$ cat config.mk
export PLATFORM = sky130hd
export DESIGN_NAME = ee_status_guard
export DESIGN_NICKNAME = d
export VERILOG_FILES = /design/src/rtl/ee_status_pkg.sv /design/src/rtl/ee_wcycle_timer.sv /design/src/rtl/ee_prot_decode.sv /design/src/rtl/ee_guard_ctrl.sv /design/src/rtl/ee_status_guard.sv
export SDC_FILE = /design/constraint.sdc
export NUM_CORES = 1
export LEC_CHECK = 0
export BUFFER_PORTS_ARGS = -buffer_cell sky130_fd_sc_hd__buf_2
export CAP_MARGIN = 20
export CELL_PAD_IN_SITES_DETAIL_PLACEMENT = 0
export CELL_PAD_IN_SITES_GLOBAL_PLACEMENT = 2
export CORE_UTILIZATION = 28
export CTS_CLUSTER_DIAMETER = 200
export DETAILED_ROUTE_END_ITERATION = 10
export GPL_ROUTABILITY_DRIVEN = 0
export GPL_TIMING_DRIVEN = 0
export PLACE_DENSITY_LB_ADDON = 0.3
export SLEW_MARGIN = 30
export SYNTH_ARGS = -nofsm -noshare
export SYNTH_HDL_FRONTEND = slang
export SYNTH_SLANG_ARGS = --single-unit
$ cat constraint.sdc
create_clock -name clk -period 2.2 [get_ports clk]
set_input_delay 0.22 -clock clk [delete_from_list [all_inputs] [get_ports clk]]
set_output_delay 0.22 -clock clk [all_outputs]
set_load 0.01 [all_outputs]
$ cat src/rtl/ee_status_pkg.sv
package ee_status_pkg;

   typedef enum logic [1:0] {
      PROT_NONE    = 2'b00,
      PROT_QUARTER = 2'b01,
      PROT_HALF    = 2'b10,
      PROT_ALL     = 2'b11
   } prot_level_e;

   localparam int unsigned ST_BUSY_BIT = 0;
   localparam int unsigned ST_WEL_BIT  = 1;
   localparam int unsigned ST_BP_LO    = 2;
   localparam int unsigned ST_BP_HI    = 3;
   localparam logic [7:0]  ST_WR_MASK  = 8'h0C;
   localparam logic [7:0]  ST_BUSY_VAL = 8'hFF;

endpackage

$ cat src/rtl/ee_wcycle_timer.sv
module ee_wcycle_timer #(
   parameter int unsigned WRITE_CYCLES = 1000
) (
   input  logic clk,
   input  logic rst_n,
   input  logic start,
   output logic busy,
   output logic done
);
   localparam int unsigned CNT_W = (WRITE_CYCLES > 2) ? $clog2(WRITE_CYCLES) : 1;

   initial begin
      assert (WRITE_CYCLES >= 1) else $error("WRITE_CYCLES must be at least 1");
   end

   generate
      if (WRITE_CYCLES == 1) begin : g_single
         logic busy_q;
         always_ff @(posedge clk or negedge rst_n) begin
            if (!rst_n)      busy_q <= 1'b0;
            else if (busy_q) busy_q <= 1'b0;
            else if (start)  busy_q <= 1'b1;
         end
         assign busy = busy_q;
         assign done = busy_q;
      end else begin : g_count
         localparam logic [CNT_W-1:0] LOAD = CNT_W'(WRITE_CYCLES - 1);
         logic             busy_q;
         logic [CNT_W-1:0] cnt_q;
         always_ff @(posedge clk or negedge rst_n) begin
            if (!rst_n) begin
               busy_q <= 1'b0;
               cnt_q  <= '0;
            end else if (busy_q) begin
               if (cnt_q == '0) busy_q <= 1'b0;
               else             cnt_q  <= cnt_q - 1'b1;
            end else if (start) begin
               busy_q <= 1'b1;
               cnt_q  <= LOAD;
            end
         end
         assign busy = busy_q;
         assign done = busy_q && (cnt_q == '0);
      end
   endgenerate

endmodule

$ cat src/rtl/ee_prot_decode.sv
module ee_prot_decode
   import ee_status_pkg::*;
#(
   parameter int unsigned ADDR_W = 9
) (
   input  logic [1:0]        level,
   input  logic [ADDR_W-1:0] addr,
   output logic              hit
);
   localparam int unsigned TOP = ADDR_W - 1;

   initial begin
      assert (ADDR_W >= 2) else $error("ADDR_W must be at least 2");
   end

   prot_level_e lvl;
   assign lvl = prot_level_e'(level);

   always_comb begin
      unique case (lvl)
         PROT_NONE:    hit = 1'b0;
         PROT_QUARTER: hit = addr[TOP] & addr[TOP-1];
         PROT_HALF:    hit = addr[TOP];
         PROT_ALL:     hit = 1'b1;
         default:      hit = 1'b1;
      endcase
   end

endmodule

$ cat src/rtl/ee_guard_ctrl.sv
module ee_guard_ctrl
   import ee_status_pkg::*;
(
   input  logic       clk,
   input  logic       rst_n,
   input  logic       cmd_set_we,
   input  logic       cmd_clr_we,
   input  logic       cmd_wr_status,
   input  logic [7:0] wr_status_data,
   input  logic       cmd_commit,
   input  logic       wp_n,
   input  logic       frame_active,
   input  logic       busy,
   input  logic       done,
   output logic       start,
   output logic       allowed,
   output logic       wel,
   output logic [7:0] keep_bits
);
   logic       frame_q;
   logic       cancel_q;
   logic       wel_q;
   logic [7:0] keep_q;
   logic       frame_rise;
   logic       take_status;

   assign frame_rise  = frame_active & ~frame_q;
   assign allowed     = wel_q & wp_n & ~cancel_q & ~busy;
   assign take_status = cmd_wr_status & allowed;
   assign start       = take_status | (cmd_commit & allowed);

   always_ff @(posedge clk or negedge rst_n) begin
      if (!rst_n) begin
         frame_q  <= 1'b0;
         cancel_q <= 1'b0;
      end else begin
         frame_q <= frame_active;
         if (frame_rise)                cancel_q <= ~wp_n;
         else if (frame_active && !wp_n) cancel_q <= 1'b1;
      end
   end

   always_ff @(posedge clk or negedge rst_n) begin
      if (!rst_n) begin
         wel_q <= 1'b0;
      end else if (done) begin
         wel_q <= 1'b0;
      end else if (!busy) begin
         if (cmd_clr_we)            wel_q <= 1'b0;
         else if (cmd_set_we && wp_n) wel_q <= 1'b1;
      end
   end

   always_ff @(posedge clk or negedge rst_n) begin
      if (!rst_n)           keep_q <= '0;
      else if (take_status) keep_q <= wr_status_data & ST_WR_MASK;
   end

   assign wel       = wel_q;
   assign keep_bits = keep_q;

endmodule

$ cat src/rtl/ee_status_guard.sv
module ee_status_guard
   import ee_status_pkg::*;
#(
   parameter int unsigned ADDR_W       = 9,
   parameter int unsigned WRITE_CYCLES = 500000
) (
   input  logic              clk,
   input  logic              rst_n,
   input  logic              cmd_set_we,
   input  logic              cmd_clr_we,
   input  logic              cmd_wr_status,
   input  logic [7:0]        wr_status_data,
   input  logic              cmd_commit,
   input  logic              wp_n,
   input  logic              frame_active,
   input  logic [ADDR_W-1:0] query_addr,
   output logic [7:0]        status_byte,
   output logic              busy,
   output logic              write_allowed,
   output logic              addr_protected
);
   logic       start;
   logic       done;
   logic       wel;
   logic [7:0] keep_bits;
   logic [7:0] idle_byte;

   ee_wcycle_timer #(.WRITE_CYCLES(WRITE_CYCLES)) u_timer (
      .clk   (clk),
      .rst_n (rst_n),
      .start (start),
      .busy  (busy),
      .done  (done)
   );

   ee_guard_ctrl u_ctrl (
      .clk            (clk),
      .rst_n          (rst_n),
      .cmd_set_we     (cmd_set_we),
      .cmd_clr_we     (cmd_clr_we),
      .cmd_wr_status  (cmd_wr_status),
      .wr_status_data (wr_status_data),
      .cmd_commit     (cmd_commit),
      .wp_n           (wp_n),
      .frame_active   (frame_active),
      .busy           (busy),
      .done           (done),
      .start          (start),
      .allowed        (write_allowed),
      .wel            (wel),
      .keep_bits      (keep_bits)
   );

   ee_prot_decode #(.ADDR_W(ADDR_W)) u_decode (
      .level (keep_bits[ST_BP_HI:ST_BP_LO]),
      .addr  (query_addr),
      .hit   (addr_protected)
   );

   always_comb begin
      idle_byte             = keep_bits;
      idle_byte[ST_WEL_BIT] = wel;
   end

   assign status_byte = busy ? ST_BUSY_VAL : idle_byte;

endmodule

After elaboration in Yosys (flattened, before gate mapping):

Index checks and enable logic that the tools add are counted.

* input port bits: 25
* bits in latches: 0
* bits in read-only memories: 0
* register bits: 25
* memories: 0
* logic and storage cells: 49
* bits in writable memories: 0
* output and inout port bits: 11

* order comparisons: 0
* shift operators: 0
* equality and inequality tests: 5
* $mul: 0
* muxes and demuxes: 14
* reductions and logical operators: 11
* divide/modulo/power cells: 0
* bitwise operators: 12
* $add $sub $neg: 1

Operators with widths (count)
* 19-bit two-way mux: 3
* 19-bit logical NOT: 1
* 19-bit by 1-bit subtractor with 19-bit output, second input constant: 1
* 1-bit two-way mux: 9
* 8-bit two-way mux: 1
* 1-bit bitwise AND: 7
* 2-bit equality test, second input constant: 2
* 2-bit inequality test, second input constant: 2
* 1-bit inverter: 4
* 1-bit one-hot mux with 4 select lines: 1
* 2-bit AND reduction: 2
* 2-bit nonzero test: 2
* 1-bit logical AND: 3
* 3-bit nonzero test: 1
* 2-bit by 1-bit equality test with 1-bit output, second input constant: 1
* 2-bit logical NOT: 1
* 1-bit logical NOT: 1
* 1-bit OR: 1

Longest topological paths before layout:

* depth in word-level cells: 7
* mapped depth: 6
* depth with buffers taken out: 6

By module:

Synthesis repeated with hierarchy kept, for this count alone.

* cell total of the unflattened synthesis: 167
* area, all modules: 1579.0 µm²

By module, submodules not included
* ee_wcycle_timer: times used 1, area each 1253.7 µm², cells each 133, sequential area each 500.5 µm²
* ee_guard_ctrl: times used 1, area each 261.5 µm², cells each 23, sequential area each 125.1 µm²
* ee_status_guard: times used 1, area each 50.0 µm², cells each 8, sequential area each 0.0 µm²
* ee_prot_decode: times used 1, area each 13.8 µm², cells each 3, sequential area each 0.0 µm²

Worst setup path after synthesis:

OpenSTA, ideal clock, no wires.

* kind: register to register
* from: register u_timer.g_count.cnt_q[0]
* to: register u_timer.g_count.cnt_q[12]
* library setup time: 0.078 ns
* period minus slack after synthesis: 2.074 ns
* data arrival time: 1.995 ns
* path buffers: 0
* data required time: 2.122 ns
* setup slack: 0.126 ns
* cell stages (with the launch flop): 7
* cells stage by stage: dfrtp_1 > inv_1 > ha_1 > nor4b_2 > nand4_1 > or4b_1 > a21oi_1

* cells in the longest elaborated chain, start to end: 3
* elaborated cells on any way between the ends: 6
* classes of those cells: add/sub (1); eq/ne (1); mux (2); reduce/logical (2)

Ends and longest elaborated chain
* from (decl): line ee_wcycle_timer.sv:29 `logic [CNT_W-1:0] cnt_q;`
* from (signal assigned): line ee_wcycle_timer.sv:36 `else cnt_q <= cnt_q - 1'b1;`
* 19-bit by 1-bit subtractor with 19-bit output or 19-bit logical NOT (tied branches): line ee_wcycle_timer.sv:36, ee_wcycle_timer.sv:35
* 19-bit two-way mux or 2-bit inequality test (tied branches)
* 19-bit two-way mux or 2-bit AND reduction (tied branches)

Several ways; a longest one is shown, not always the timed one. The select of a mux whose other input is x is not followed.
A chain may end at the register's enable or synchronous reset.

Worst setup path after layout:

* from: register u_timer.g_count.cnt_q[12]
* to: register u_timer.g_count.cnt_q[3]

* cells in the longest elaborated chain, start to end: 3

Ends and longest elaborated chain
* 19-bit logical NOT: line ee_wcycle_timer.sv:35 `if (cnt_q == '0) busy_q <= 1'b0;`
* 2-bit inequality test (no line)
* 2-bit AND reduction (no line)

Every way passes these cells.

==> reports/metrics.yaml <==
outcome:
  run_status: "finished, final reports clean"
floorplan:
  initial_core_util: 0.292
  rows: 25
  die_h_um: 72.2
  core-area_um2: 4720
  ios: 36
  die_area_um2: 5220
  die_w_um: 72.2
global_route:
  grt_pass1_wl_mm: 5.51
  grt_max_degree: 26
  grt_pass1_vias: 1155
  overflow: 0
  grtUsageTotal: 0.139
  antenna_found_initial: 0
sta:
  setup_viol_count_final: 0
  post-route-period-util: 0.970
  max_freq_mhz: 468
  fin_setup_tns_ps: 0
  tightestPinTransition_ps: 781
  finalMaxSlewViolations: 0
  period_minus_slack_ps: 2130
  finalHoldViolations: 0
  final.setup_skew_ps: 1.90
  slew_headroom: 0.476
worst_hold_path:
  holdPathStages: 1
  hold_path.class: "input port to flop"
power_and_ir_drop:
  switching_share: 0.221
  total_power_mw: 0.773
  seq_power_share: 0.599
  ir_drop_v: 0.000334
  leakage_nw: 0.663
  p_int_mw: 0.602
  pwr-share-comb: 0.032
  powerDensity_nw_per_um2: 449
  p_clk_frac: 0.369
  switching_power_mw: 0.171
clock_network:
  cts_made_buffers: 3
  cts_root_buffer: "clkbuf_8"
  clock_latency_ps: 270
  cts_tree: "done"
  htree_num_levels: 1
  clkTransAtPathRegs_ps: 90
  clockBufferDepth: 2
  clock_sinks: 25
synthesis:
  yosysWarnings: 0
  synth_flop_cell: "dfrtp_1"
  synth-seq-area-share: 0.453
  netlist_area_um2: 1380
  synthTopCellsByCount: "25 x dfrtp_1, 10 x nor2_1, 8 x nand2_1"
  synth_most_common_cell: "dfrtp_1"
  synth_area_leaders: "dfrtp_1 45%, mux2i_1 5.1%, buf_4 2.7%"
  ys_ff_latch: 25
  synth_nets: 166
  synth_edf_count: 0
  syn_avg_cell_area_um2: 9.87
  ys_types: 41
  async_flop_share: 1.00
  netlist.area_leader.share: 0.453
  synth_area_leader_cell: "dfrtp_1"
  syn-instance-count: 140
final_layout:
  drive_above_1_share: 0.327
  nets: 198
  area_growth_pct: 24.7
  finalNonFillerCells: 238
  fillers: 480
  final_core_util: 0.365
  antenna_cells: 0
  multi_input_area_um2: 733
  ff_latch_area_um2: 628
detailed_routing:
  routed-via-count: 1193
  via_per_inst: 5.01
  antenna_left: 0
  wirelength_mm: 3.36
  wire_per_inst_um: 14.1
  drt_pre_antenna_iters: 4
  drt_iter0_drc: 57
  drc: 0
placed_design:
  numPortBuffers: 22
  hpwl_mm: 2.30
  placedCellCount: 229
worst_setup_path:
  ff2ff_path_depth: 5
  end_kind: "flop"
  start_kind: "flop"
  required_ps: 2400
  worst-setup-path-type: "flop to flop"
  critPathArrivalTime_ps: 2340
  path_max_fanout: 7
job:
  maxCapViolCount: 0
-- worst max-delay path: stages, from the launching register on --
cell,delay (ps)
dfrtp_1,400
or4_4,590
or4_1,510
buf_6,160
o211ai_1,190
mux2i_1,210
-- routing by layer --
layer | part of all wire | vias to the layer above | global-route usage | wire length [um]
met3 | 0.027 | 2 | 0.0333 | 92
met1 | 0.45 | 588 | 0.160 | 1520
met4 | 0.0089 | 0 | 0.0392 | 30
met5 | 0 | - | 0 | 0
li1 | - | 584 | - | -
met2 | 0.51 | 19 | 0.254 | 1720
-- cell type report --
type,instances,share of cell area
Timing Repair Buffer,27,0.0871
Sequential cell,25,0.365
Buffer,9,0.0370
Multi-Input combinational cell,101,0.426
Inverter,5,0.0109
Tap cell,67,0.0487
Clock buffer,4,0.0261
-- timing repair --
action | in CTS | in global routing
setup endpoints to repair | 13 | 15
pin swaps | 0 | 4
cloned | 0 | 0
endpoints found under the hold margin | 25 | 0
hold buffers | 1 | 0
buffers inserted | 1 | 3
resized for setup | 3 | 14
-- sequential cells by signal (all words and copies together) (netlist names) --
| name | flops |
|---|---|
| u_timer.g_count.cnt_q | 19 |
| u_ctrl.keep_bits | 2 |
| u_ctrl.cancel_q | 1 |
| u_ctrl.frame_q | 1 |
| u_ctrl.wel | 1 |
| u_timer.busy | 1 |
-- power groups by stage --
stage               sequential (mW)  combinational, mW  clock [mW]
floorplan                     0.472            0.00322           0
global placement              0.472             0.0236           0
detailed placement            0.473             0.0245           0
CTS                           0.464             0.0261       0.296
global route                  0.464             0.0298       0.312
finish                        0.463             0.0247       0.285
-- final timing paths --
check | from | to | slack, ps
max reg2reg | u_timer.g_count.cnt_q[12] | u_timer.g_count.cnt_q[3] | 70
min | frame_active | u_ctrl.frame_q | 60
max in group asynchronous | rst_n | u_timer.g_count.cnt_q[11] | 1290
min reg2reg | u_ctrl.frame_q | u_ctrl.cancel_q | 490
min in group asynchronous | rst_n | u_timer.g_count.cnt_q[1] | 480
max | u_timer.g_count.cnt_q[12] | u_timer.g_count.cnt_q[3] | 70
-- stage by stage --
| step | setup slack (ps) | cell area (um^2) | hold slack (ps) |
|---|---|---|---|
| CTS | 1.49 | 1660 | 60.3 |
| global placement | -443 | 1580 | 260 |
| detailed placement | -502 | 1580 | 268 |
| finish | 65.1 | 1720 | 64.0 |
| floorplan | 126 | 1380 | -75.6 |
| global route | -11.1 | 1720 | 54.8 |
-- placed cells by master (no fill, tap or decap), types with 4 or more instances in the layout --
cell type  count
o31ai_1        5
or3_1          5
mux2i_1        7
buf_2         23
dfrtp_1       23
o21ai_0        7
inv_1          5
nor2_1        10
nand2_1        8
nand3_1        5
or4_1          4
buf_4          9
a21oi_1        7
-- logic make-up (layout without fill, tap and decap cells) --
group / after synthesis / count (layout) / share of synthesized area
DFF: 25 / 25 / 0.453
AOI/OAI and AO/OA: 37 / 37 / 0.183
muxes: 9 / 9 / 0.0670
and+or+nand+nor: 54 / 54 / 0.235
buffers and inverters: 14 / 45 / 0.0534
adders and majority gates: 1 / 1 / 0.00906
(Power assumes the default switching activity.)
